$ cat src/rtl/idle_dma_pkg.sv
package idle_dma_pkg;
  typedef enum logic [1:0] {ST_IDLE, ST_RD, ST_WR} dma_state_e;

  localparam logic [1:0] SEL_MEM  = 2'd0;
  localparam logic [1:0] SEL_IO   = 2'd1;
  localparam logic [1:0] SEL_CNT  = 2'd2;
  localparam logic [1:0] SEL_CTRL = 2'd3;

  localparam int unsigned CB_RPT  = 0;
  localparam int unsigned CB_TIE  = 1;
  localparam int unsigned CB_DIR  = 2;
  localparam int unsigned CB_WORD = 3;
  localparam int unsigned CB_CLR  = 5;

  typedef struct packed {
    logic word;
    logic dir;
    logic tie;
    logic rpt;
  } dma_ctrl_t;
endpackage

$ cat src/rtl/idle_dma_regs.sv
module idle_dma_regs
  import idle_dma_pkg::*;
#(
  parameter int unsigned ADDR_W = 24,
  parameter int unsigned IO_W   = 16,
  parameter int unsigned CNT_W  = 16
) (
  input  logic              clk_i,
  input  logic              rst_ni,
  input  logic              we_i,
  input  logic [1:0]        sel_i,
  input  logic [ADDR_W-1:0] wdata_i,
  input  logic              busy_i,
  input  logic              done_i,
  input  logic              err_set_i,
  output logic [ADDR_W-1:0] mar_o,
  output logic [IO_W-1:0]   ioar_o,
  output dma_ctrl_t         ctrl_o,
  output logic              armed_o,
  output logic              end_o,
  output logic              err_o
);
  localparam logic [CNT_W-1:0] CNT_ONE = CNT_W'(1);

  logic [CNT_W-1:0] cnt_q;
  logic             wr_ok;

  assign wr_ok = we_i & ~busy_i;

  always_ff @(posedge clk_i or negedge rst_ni) begin
    if (!rst_ni) begin
      mar_o   <= '0;
      ioar_o  <= '0;
      cnt_q   <= '0;
      ctrl_o  <= '0;
      armed_o <= 1'b0;
      end_o   <= 1'b0;
      err_o   <= 1'b0;
    end else begin
      if (wr_ok) begin
        unique case (sel_i)
          SEL_MEM: mar_o  <= wdata_i;
          SEL_IO:  ioar_o <= wdata_i[IO_W-1:0];
          SEL_CNT: begin
            cnt_q   <= wdata_i[CNT_W-1:0];
            armed_o <= |wdata_i[CNT_W-1:0];
          end
          default: begin
            ctrl_o.rpt  <= wdata_i[CB_RPT];
            ctrl_o.tie  <= wdata_i[CB_TIE];
            ctrl_o.dir  <= wdata_i[CB_DIR];
            ctrl_o.word <= wdata_i[CB_WORD];
            if (wdata_i[CB_CLR]) begin
              end_o <= 1'b0;
              err_o <= 1'b0;
            end
          end
        endcase
      end
      if (done_i) begin
        cnt_q <= cnt_q - CNT_ONE;
        if (cnt_q == CNT_ONE) begin
          end_o   <= 1'b1;
          armed_o <= 1'b0;
        end
      end
      if (err_set_i) err_o <= 1'b1;
    end
  end
endmodule

$ cat src/rtl/idle_dma_seq.sv
module idle_dma_seq
  import idle_dma_pkg::*;
#(
  parameter int unsigned DATA_W = 16
) (
  input  logic              clk_i,
  input  logic              rst_ni,
  input  logic              req_i,
  input  logic              active_i,
  input  logic              misalign_i,
  input  logic              word_i,
  input  logic              rdy_i,
  input  logic [DATA_W-1:0] rdata_i,
  output logic              rd_o,
  output logic              wr_o,
  output logic              busy_o,
  output logic              done_o,
  output logic              err_set_o,
  output logic [DATA_W-1:0] data_o
);
  localparam int unsigned BYTE_W = 8;

  dma_state_e state_q, state_d;
  logic       pend_q;
  logic       go;

  assign go        = req_i | pend_q;
  assign rd_o      = (state_q == ST_RD);
  assign wr_o      = (state_q == ST_WR);
  assign busy_o    = (state_q != ST_IDLE);
  assign done_o    = wr_o & rdy_i;
  assign err_set_o = (state_q == ST_IDLE) & go & active_i & misalign_i;

  always_comb begin
    state_d = state_q;
    unique case (state_q)
      ST_IDLE: if (go && active_i && !misalign_i) state_d = ST_RD;
      ST_RD:   if (rdy_i) state_d = ST_WR;
      default: if (rdy_i) state_d = ST_IDLE;
    endcase
  end

  always_ff @(posedge clk_i or negedge rst_ni) begin
    if (!rst_ni) begin
      state_q <= ST_IDLE;
      pend_q  <= 1'b0;
      data_o  <= '0;
    end else begin
      state_q <= state_d;
      // idle consumes or drops the pending request
      pend_q  <= busy_o & (pend_q | req_i);
      if (rd_o && rdy_i)
        data_o <= word_i ? rdata_i : {{(DATA_W-BYTE_W){1'b0}}, rdata_i[BYTE_W-1:0]};
    end
  end
endmodule

$ cat src/rtl/idle_dma_chan.sv
module idle_dma_chan
  import idle_dma_pkg::*;
#(
  parameter int unsigned ADDR_W = 24,
  parameter int unsigned IO_W   = 16,
  parameter int unsigned CNT_W  = 16,
  parameter int unsigned DATA_W = 16
) (
  input  logic              clk_i,
  input  logic              rst_ni,
  input  logic              reg_we_i,
  input  logic [1:0]        reg_addr_i,
  input  logic [ADDR_W-1:0] reg_wdata_i,
  input  logic              req_i,
  output logic              bus_rd_o,
  output logic              bus_wr_o,
  output logic              bus_word_o,
  output logic [ADDR_W-1:0] bus_addr_o,
  output logic [DATA_W-1:0] bus_wdata_o,
  input  logic [DATA_W-1:0] bus_rdata_i,
  input  logic              bus_rdy_i,
  output logic              irq_o,
  output logic              err_o
);
  localparam int unsigned HI_W = ADDR_W - IO_W;

  logic [ADDR_W-1:0] mar_q, io_addr, src_addr, dst_addr;
  logic [IO_W-1:0]   ioar_q;
  dma_ctrl_t         ctrl;
  logic              armed, end_q, busy, done, err_set, active, misalign;

  idle_dma_regs #(.ADDR_W(ADDR_W), .IO_W(IO_W), .CNT_W(CNT_W)) u_regs (
    .clk_i    (clk_i),
    .rst_ni   (rst_ni),
    .we_i     (reg_we_i),
    .sel_i    (reg_addr_i),
    .wdata_i  (reg_wdata_i),
    .busy_i   (busy),
    .done_i   (done),
    .err_set_i(err_set),
    .mar_o    (mar_q),
    .ioar_o   (ioar_q),
    .ctrl_o   (ctrl),
    .armed_o  (armed),
    .end_o    (end_q),
    .err_o    (err_o)
  );

  assign io_addr  = {{HI_W{1'b1}}, ioar_q};
  assign src_addr = ctrl.dir ? io_addr : mar_q;
  assign dst_addr = ctrl.dir ? mar_q : io_addr;
  assign active   = ctrl.rpt & ctrl.tie & armed;
  assign misalign = ctrl.word & (mar_q[0] | ioar_q[0]);

  idle_dma_seq #(.DATA_W(DATA_W)) u_seq (
    .clk_i     (clk_i),
    .rst_ni    (rst_ni),
    .req_i     (req_i),
    .active_i  (active),
    .misalign_i(misalign),
    .word_i    (ctrl.word),
    .rdy_i     (bus_rdy_i),
    .rdata_i   (bus_rdata_i),
    .rd_o      (bus_rd_o),
    .wr_o      (bus_wr_o),
    .busy_o    (busy),
    .done_o    (done),
    .err_set_o (err_set),
    .data_o    (bus_wdata_o)
  );

  assign bus_addr_o = bus_rd_o ? src_addr : (bus_wr_o ? dst_addr : '0);
  assign bus_word_o = busy & ctrl.word;
  assign irq_o      = end_q;
endmodule

$ cat config.mk
export PLATFORM = sky130hd
export DESIGN_NAME = idle_dma_chan
export DESIGN_NICKNAME = d
export VERILOG_FILES = /design/src/rtl/idle_dma_pkg.sv /design/src/rtl/idle_dma_regs.sv /design/src/rtl/idle_dma_seq.sv /design/src/rtl/idle_dma_chan.sv
export SDC_FILE = /design/constraint.sdc
export NUM_CORES = 1
export LEC_CHECK = 0
export BUFFER_PORTS_ARGS = -buffer_cell sky130_fd_sc_hd__buf_4
export CAP_MARGIN = 20
export CORE_UTILIZATION = 51
export CTS_BUF_LIST = sky130_fd_sc_hd__clkbuf_8
export DETAILED_ROUTE_END_ITERATION = 8
export HOLD_SLACK_MARGIN = 0.1
export PLACE_DENSITY_LB_ADDON = 0.1
export RECOVER_POWER = 50
export SLEW_MARGIN = 20
export SYNTH_ARGS = -nofsm -noshare
export SYNTH_HDL_FRONTEND = slang
export SYNTH_HIERARCHICAL = 1
export SYNTH_SLANG_ARGS = --single-unit
$ cat constraint.sdc
create_clock -name clk_i -period 3.5 [get_ports clk_i]
set_input_delay 0.175 -clock clk_i [delete_from_list [all_inputs] [get_ports clk_i]]
set_output_delay 0.175 -clock clk_i [all_outputs]
set_load 0.1 [all_outputs]
==> qor.yml, run 1 <==
worst_setup_path:
  cp.arrival_ns: 2.72
  end_kind: "primary output"
  path_class: "reg -> out"
  critPathRequiredTime_ns: 3.32
  start_kind: "flip-flop"
  crit_path_max_fanout: 32
sta:
  slew-limit-headroom: -0.327
  worstMarginPinSlew_ns: 1.99
  min_period_over_period: 0.827
  rsz0062_at_grt: "false"
  finalSetupViolCount: 0
  period_needed_ns: 2.89
  fmax_ghz: 0.346
  fin_skew_ns: 0.00978
  tns_ns: 0
  finalMaxSlewViolations: 83
  finalHoldViolCount: 0
global_route:
  met2_usage: 0.417
  grt.overflow.total: 0
  top_usage_layer: "met2"
  use_met3: 0.0463
  grt_max_degree: 83
  grt_pass1_vias: 3531
  grt_use_met1: 0.329
  grt_antenna_before_repair: 0
  grt_pass1_wl_um: 17400
  grt_usage: 0.251
cts:
  clk_pin_slew_worst_paths_ns: 0.09
  cts_tree: "done"
  clockBufferDepth: 2
  cts_resized: 0
  h-tree-depth: 3
  cts_made_buffers: 9
  root_buffer: "clkbuf_8"
  clock_latency_ns: 0.35
  clock_sink_count: 82
logic_synthesis:
  syn_inst: 390
  synth_nets: 439
  synth_cell_types: 62
  netlist_area_sq_mm: 0.00441
  synthFlopType: "dfrtp_1"
  synth_enable_flop_cells: 0
  async_flop_share: 1.00
  synth_top_area_frac: 0.465
  synth_warnings: 6
  avgSynthCellArea_sq_um: 11.3
  yosysSeqAreaShare: 0.465
  synth_top_area_cell: "dfrtp_1"
  ys_top_cells_by_area: "dfrtp_1 (46%), mux2_2 (13%), a221oi_2 (4.8%)"
  ys_ff_latch: 82
status:
  status: "finished with violations"
  failed_checks: "max-capacitance violations, max-slew violations"
floorplanning:
  rows: 33
  die_x_um: 95.0
  core_area_sq_mm: 0.00830
  die_area_sq_mm: 0.00903
  io_pins: 92
  die_h_um: 95.0
  initial_core_util: 0.532
finish:
  layout-drive-gt1-share: 0.379
  final_cell_mix: "buf_4 (81), dfrtp_1 (81), mux2_2 (51)"
  antenna_cells: 0
  fillers: 650
  area_delta_synth_final_pct: 28.3
  nets: 559
routing:
  drt-total-wl_um: 10500
  drt-pass1-iter-count: 4
  drcViolationCount: 0
  via_per_inst: 5.69
  wl_per_cell_um: 17.0
  drtIter0Drc: 139
  vias: 3529
  antenna_left: 0
job:
  maxCapViolCount: 1
placed_design:
  hpwl_um: 6910
  portBuffers: 91
  gp_congestion: 0.846
min_path:
  hold_path_class: "in -> reg"
cell usage after synthesis (3+ instances only):
| cell | number |
|---|---|
| xor2_1 | 3 |
| nor2_1 | 25 |
| buf_6 | 7 |
| buf_2 | 6 |
| a21oi_1 | 33 |
| mux2i_1 | 8 |
| nand4_1 | 5 |
| clkbuf_1 | 3 |
| nor3_1 | 5 |
| a211oi_1 | 6 |
| dfrtp_1 | 82 |
| o21a_1 | 3 |
| mux2_2 | 51 |
| a22oi_1 | 16 |
| and2_1 | 5 |
| nand2b_1 | 11 |
| nor3_2 | 3 |
| nand2_1 | 18 |
| nor4_1 | 6 |
| inv_1 | 16 |
| nand3_1 | 5 |
| buf_4 | 7 |
| a221oi_2 | 14 |
| o21ai_0 | 6 |
sequential cells by signal, indices dropped and copies added, names as in the netlist:
name,flops
u_regs/mar_o,24
u_regs/cnt_q,16
u_regs/ioar_o,16
u_seq/data_o,16
u_regs/ctrl_o,4
u_seq/state_q,2
u_regs/armed_o,1
u_regs/end_o,1
u_regs/err_o,1
u_seq/pend_q,1
cell type report:
type,instances,area (sq um),share of cell area
multi-input cells,267,2180,0.385
flip-flops and latches,82,2050,0.363
repair buffers,134,1050,0.186
clock buffers,10,138,0.0243
well taps,105,131,0.0232
inverters,16,60.1,0.0106
clock inverters,6,48.8,0.00862
critical path, stage by stage, from the launching register on:
cell and delay (ns):
dfrtp_1 0.41, and2b_1 0.44, nor2b_4 0.81, a22oi_1 0.21, a21oi_2 0.19, buf_4 0.30
through the flow:
stage          hold WS (ns)  setup slack, ns  std cells  instance area, sq um  utilization
6_report              0.116            0.606        620                  5660        0.682
5_1_grt               0.107            0.458        620                  5660        0.682
4_1_cts               0.100            0.592        619                  5720        0.689
3_5_place_dp          0.411            0.985        565                  5150        0.620
3_3_place_gp          0.402             1.09        565                  5150        0.620
2_1_floorplan        -0.121            0.269        390                  4480            -
repair_timing:
item	CTS	global route
hold endpoints to repair	135	2
setup buffers	0	0
hold buffers	38	1
logic make-up (layout without fill, tap and decap cells):
group | count (synthesis) | in the layout | synth area share
buffers and inverters | 41 | 166 | 0.0553
XOR/XNOR | 4 | 4 | 0.00794
AND/OR/NAND/NOR | 103 | 103 | 0.141
flip-flops | 82 | 82 | 0.465
adder cells (fa/ha/maj) | 2 | 2 | 0.00567
AO/OA/AOI/OAI | 98 | 98 | 0.173
multiplexers | 60 | 60 | 0.152
final timing paths:
kind | endpoint | cells past startpoint | startpoint | slack (ns)
max | bus_addr_o[9] | 5 | u_seq/state_q[0] | 0.61
min | u_regs/ioar_o[15] | 2 | reg_wdata_i[15] | 0.12
max reg2reg | u_regs/cnt_q[6] | 6 | u_seq/state_q[0] | 1.11
min reg2reg | u_regs/end_o | 1 | u_regs/end_o | 0.50
max in group asynchronous | u_regs/ctrl_o[2] | 2 | rst_ni | 1.26
min in group asynchronous | u_regs/cnt_q[6] | 2 | rst_ni | 0.92
layer usage:
metal | part of all wire | vias up
li1 | - | 1683
met1 | 0.45 | 1742
met2 | 0.49 | 93
met3 | 0.050 | 11
met4 | 0.011 | 0
met5 | 0 | -
Power of run 1 is not shown: default switching activity piles up to over one toggle a cycle in this logic, so the estimate is an artifact.
==> run 2, diff against run 1 <==
- clock period: 3.5 -> 3 ns (I/O delays scaled with it)
==> run 2 against run 1 <==
The flow still finishes with violations (max-capacitance violations, max-slew violations); flip-flop and latch count is the same; sequential share of layout area fell by 1.0 points; die area unchanged; clock skew shrank 0.0022 ns; first-iteration DRC count increased by 17%; count of clock-buffer cells in the layout shrank 1; register-to-register slack got worse by 0.53 ns; global-route usage is 1.4 points higher; core utilization grew 2.0 points; final cell count up 0.97%; critical path depth rose by 1; routed wire length rose by 5.1%; critical endpoint is now bus_addr_o[3].
==> qor.yml, run 2 (synthesis results as in run 1) <==
floorplanning:
  rows: 33
  initial_core_util: 0.532
  die_h_um: 95.0
  core_area_sq_mm: 0.00830
  die_area_sq_mm: 0.00903
  io_pins: 92
  die_x_um: 95.0
worst_setup_path:
  start_kind: "flip-flop"
  end_kind: "primary output"
  path_class: "reg -> out"
  rr_worst_depth: 6
  crit_path_max_fanout: 17
  critPathRequiredTime_ns: 2.85
  cp.arrival_ns: 2.53
routing:
  wl_met2_um: 5490
  antenna_left: 0
  wl_met3_um: 513
  wl_per_cell_um: 17.7
  wl_met1_um: 4990
  drcViolationCount: 0
  top_layer: "met4"
  drt-pass1-iter-count: 4
  drt-total-wl_um: 11100
  via_per_inst: 5.81
  vias: 3639
  drtIter0Drc: 163
sta:
  tns_ns: 0
  rsz0062_at_grt: "false"
  finalSetupViolCount: 0
  fmax_ghz: 0.373
  finalHoldViolCount: 0
  fin_skew_ns: 0.00757
  slew-limit-headroom: -0.376
  period_needed_ns: 2.68
  worstMarginPinSlew_ns: 2.06
  min_period_over_period: 0.893
  finalMaxSlewViolations: 83
min_path:
  hold_path_class: "in -> reg"
  holdPathStages: 3
finish:
  multiInputGateArea_sq_mm: 0.00220
  register_area_sq_mm: 0.00205
  largest_register_ffs: 24
  area_delta_synth_final_pct: 32.0
  layout_commonest_cell: "buf_4"
  layout-drive-gt1-share: 0.392
  fillers: 618
  final_cell_mix: "buf_4 (84), dfrtp_1 (81), mux2_2 (51)"
  antenna_cells: 0
  nets: 566
  top_register: "u_regs/mar_o"
cts:
  cts_tree: "done"
  root_buffer: "clkbuf_8"
  cts_made_buffers: 9
  cts_setup_buffers: 0
  clk_pin_slew_worst_paths_ns: 0.08
  clock_sink_count: 82
  clockBufferDepth: 2
  clock_latency_ns: 0.35
  h-tree-depth: 3
status:
  status: "finished with violations"
  failed_checks: "max-capacitance violations, max-slew violations"
placed_design:
  hpwl_um: 7090
  portBuffers: 91
  gp_congestion: 0.855
global_route:
  grt_pass1_wl_um: 18300
  grt_antenna_before_repair: 0
  grt_max_degree: 83
  grt.overflow.total: 0
  grt_pass1_vias: 3663
  grt_usage: 0.265
job:
  maxCapViolCount: 1
run 2: changes by cell type in the layout (fill, tap and decap cells not counted), moves of 3 or more:
cell,change
nor2_2,+7
dlygate4sd3_1,+4
bufinv_16,+4
buf_4,+3
nor2_1,-7
run 2: worst max-delay path, cell delays in order (launching register included):
cell and delay [ns]:
dfrtp_1 0.41, and2b_1 0.42, nor2b_4 0.55, buf_12 0.22
a22oi_1 0.09, a21oi_2 0.18, buf_4 0.30
run 2: metal layers:
metal,GRT usage,up-vias
li1,-,1701
met1,0.351,1836
met2,0.442,95
met3,0.0622,7
met4,0.0606,0
met5,0,-
run 2: metrics by stage:
stage,setup WS [ns],utilization,hold WS [ns],instance area [sq um],instances
4_1_cts,0.265,0.709,0.194,5890,626
6_report,0.321,0.702,0.213,5830,626
2_1_floorplan,0.0332,-,-0.146,4490,390
3_5_place_dp,0.595,0.627,0.385,5200,568
5_1_grt,0.154,0.702,0.197,5830,626
3_3_place_gp,0.658,0.627,0.377,5200,568
run 2: final timing paths:
kind	start	to	slack (ns)
hold reg to reg	u_seq/pend_q	u_seq/pend_q	0.48
setup reg to reg	u_seq/state_q[0]	u_regs/cnt_q[6]	0.58
max in group asynchronous	rst_ni	u_regs/ctrl_o[2]	0.73
hold / removal	reg_addr_i[1]	u_regs/end_o	0.21
setup / recovery	u_seq/state_q[0]	bus_addr_o[3]	0.32
min in group asynchronous	rst_ni	u_regs/cnt_q[5]	0.90
run 2: area by class of cell:
cell class,count,share of cell area
Multi-Input combinational cell,267,0.377
Clock buffer,9,0.0213
Sequential cell,82,0.352
Tap cell,105,0.0225
Timing Repair Buffer,141,0.194
Clock inverter,6,0.0225
Inverter,16,0.0103
run 2: timing repair:
action | in CTS | in global routing
setup endpoints to repair | 0 | 0
hold endpoints to repair | 148 | 0
hold buffers | 43 | 0
resized for setup | 0 | 0
Power of run 2 is left out for the same reason.
==> run 3, diff against run 2 <==
- SYNTH_HIERARCHICAL: 1 -> unset
==> run 3 against run 2 <==
The run still ends with max-capacitance violations, max-slew violations left; global-route usage shrank 1.9 points; synthesized cell count fell by 5.1%; count of clock-buffer cells in the layout is 1 higher; final cell count shrank 3.2%; core utilization is 0.71 points lower; first-iteration DRC count is 29% lower; critical endpoint is now bus_addr_o[6].
==> qor.yml, run 3 <==
status:
  status: "finished with violations"
  failed_checks: "max-capacitance violations, max-slew violations"
placed_design:
  portBuffers: 91
  dpl.cell_count: 547
  hpwl_um: 6370
  gp_congestion: 0.754
  place_area_sq_mm: 0.00489
  post-place-ws_ns: 1.04
logic_synthesis:
  yosys-top-cells-count: "dfrtp_1 (82), mux2_2 (50), nand2_1 (34)"
  synth_warnings: 0
  syn_inst: 370
  synth_nets: 419
  yosysSeqAreaShare: 0.495
  synth_top_family_by_area: "multiplexers"
  synth_xor_area_frac: 0
  synthFlopType: "dfrtp_1"
  synth_top_area_frac: 0.495
  synth_adder_area_share: 0.00604
  synthMuxAreaShare: 0.218
  synth_top_area_cell: "dfrtp_1"
  netlist_area_sq_mm: 0.00414
  ys_top_cells_by_area: "dfrtp_1 (50%), mux2_2 (14%), mux2i_1 (8.0%)"
  synth_cell_types: 46
  synth_compound_area_frac: 0.106
  synth-simple-area-share: 0.142
  async_flop_share: 1.00
  ys_ff_latch: 82
  avgSynthCellArea_sq_um: 11.2
  synth.most_common_cell: "dfrtp_1"
  synth_enable_flop_cells: 0
routing:
  wl_per_cell_um: 16.2
  antenna_left: 0
  drtIter0Drc: 115
  via_per_inst: 5.58
  vias: 3379
  drt-pass1-iter-count: 4
  drt-total-wl_um: 9800
  drcViolationCount: 0
global_route:
  grt_antenna_before_repair: 0
  grt.overflow.total: 0
  grt_pass1_wl_um: 16400
  grt_usage: 0.246
  grt_pass1_vias: 3313
  grt_max_degree: 83
finish:
  antenna_cells: 0
  top_register: "u_regs.mar_o"
  largest_register_ffs: 24
  layout_commonest_cell: "dfrtp_1"
  fin_cells: 606
  finish.instance_area_sq_mm: 0.00543
  layout-drive-gt1-share: 0.306
  nets: 548
  final_cell_mix: "dfrtp_1 (81), buf_4 (76), mux2_2 (50)"
  area_delta_synth_final_pct: 31.0
worst_setup_path:
  path_class: "reg -> out"
  r2r_slack_ns: 0.94
  critPathRequiredTime_ns: 2.85
  end_kind: "primary output"
  slowest_stage: "nand2_1"
  cp.arrival_ns: 2.13
  rr_startpoint: "u_seq.state_q[1]"
  max_stage_delay_ns: 0.51
  rr_worst_depth: 3
  worstPathCellList: "inv_1, nand2_1, o22ai_1, buf_4"
  start_kind: "flip-flop"
  crit_path_max_fanout: 25
  r2r-end: "u_regs.ioar_o[11]"
min_path:
  worstHoldStart: "reg_we_i"
  min_to: "u_regs.ctrl_o[1]"
  holdPathStages: 3
  hold_path_class: "in -> reg"
sta:
  slew-limit-headroom: -0.356
  worstMarginPinSlew_ns: 2.03
  fmax_ghz: 0.438
  finalMaxSlewViolations: 83
  finalWorstSetupSlack_ns: 0.718
  min_period_over_period: 0.761
  finalHoldViolCount: 0
  rsz0062_at_grt: "false"
  fin_skew_ns: 0.0142
  finalSetupViolCount: 0
  tns_ns: 0
  period_needed_ns: 2.28
floorplanning:
  rows: 32
  initial_core_util: 0.530
  io_pins: 92
  die_x_um: 92.1
  die_h_um: 92.1
  core_area_sq_mm: 0.00781
  die_area_sq_mm: 0.00849
cts:
  cts_tree: "done"
  clock_sink_count: 82
  root_buffer: "clkbuf_8"
  clock_latency_ns: 0.36
  clockBufferDepth: 2
  clk_pin_slew_worst_paths_ns: 0.08
  cts_resized: 0
  cts_made_buffers: 9
  postCtsHoldBufs: 43
  h-tree-depth: 3
  cts_setup_buffers: 0
job:
  maxCapViolCount: 1
[run 3: cell count changes in the layout (fill, tap and decap cells not counted), sizes merged, moves of 6 or more]
cell,delta
a211oi,-6
a21oi,-33
a221oi,-16
a22oi,-16
buf,-9
clkbuf,+8
mux2i,+25
nand2,+17
nand2b,-10
nor2,-6
nor2b,+7
o21ai,+9
o22ai,+25
[run 3: how the worst max path moves through the flow]
| stage | from | endpoint | slack [ns] | depth (start not counted) |
|---|---|---|---|---|
| floorplan | u_regs.ctrl_o[2] | bus_addr_o[10] | 0.29 | 5 |
| CTS | u_seq.state_q[0] | bus_addr_o[6] | 0.66 | 4 |
| global route | rst_ni | u_regs.ctrl_o[2] | 0.29 | 2 |
| finish | u_seq.state_q[0] | bus_addr_o[6] | 0.72 | 4 |
| detailed placement | u_seq.state_q[0] | bus_addr_o[6] | 1.04 | 4 |
| global placement | u_seq.state_q[0] | bus_addr_o[23] | 1.09 | 4 |
[run 3: cell families (layout without fill, tap and decap cells)]
family | after synthesis | count (layout)
AND/OR/NAND/NOR | 106 | 106
multiplexers | 84 | 84
flip-flops | 82 | 82
AO/OA/AOI/OAI | 65 | 65
buffers and inverters | 31 | 165
adder cells (fa/ha/maj) | 2 | 2
[run 3: metrics by stage]
stage / hold WS, ns / util
after global placement: 0.384 / 0.627
final: 0.369 / 0.695
after detailed placement: 0.387 / 0.627
after global routing: 0.400 / 0.695
after CTS: 0.359 / 0.705
after floorplan: -0.146 / -
[run 3: critical path, delay by kind of cell, from the launching register on]
kind	cells	cell delay, ns
AO/OA/AOI/OAI	1	0.40
flip-flops	1	0.44
AND/OR/NAND/NOR	1	0.51
buffers and inverters	2	0.43
[run 3: metal layers]
metal,global-route usage,up-vias,share of wire
met5,0,-,0
met4,0.0664,0,0.0031
met3,0.0323,2,0.029
met2,0.406,70,0.49
met1,0.342,1681,0.47
li1,-,1626,-
[run 3: final cells by class]
class | instances | area (sq um)
fill | 595 | 2380
sequential | 82 | 2050
multi-input combinational | 257 | 1950
timing repair buffer | 139 | 1080
clock buffer | 10 | 138
tap | 102 | 128
clock inverter | 6 | 46.3
inverter | 10 | 37.5
Power of run 3 is left out for the same reason.
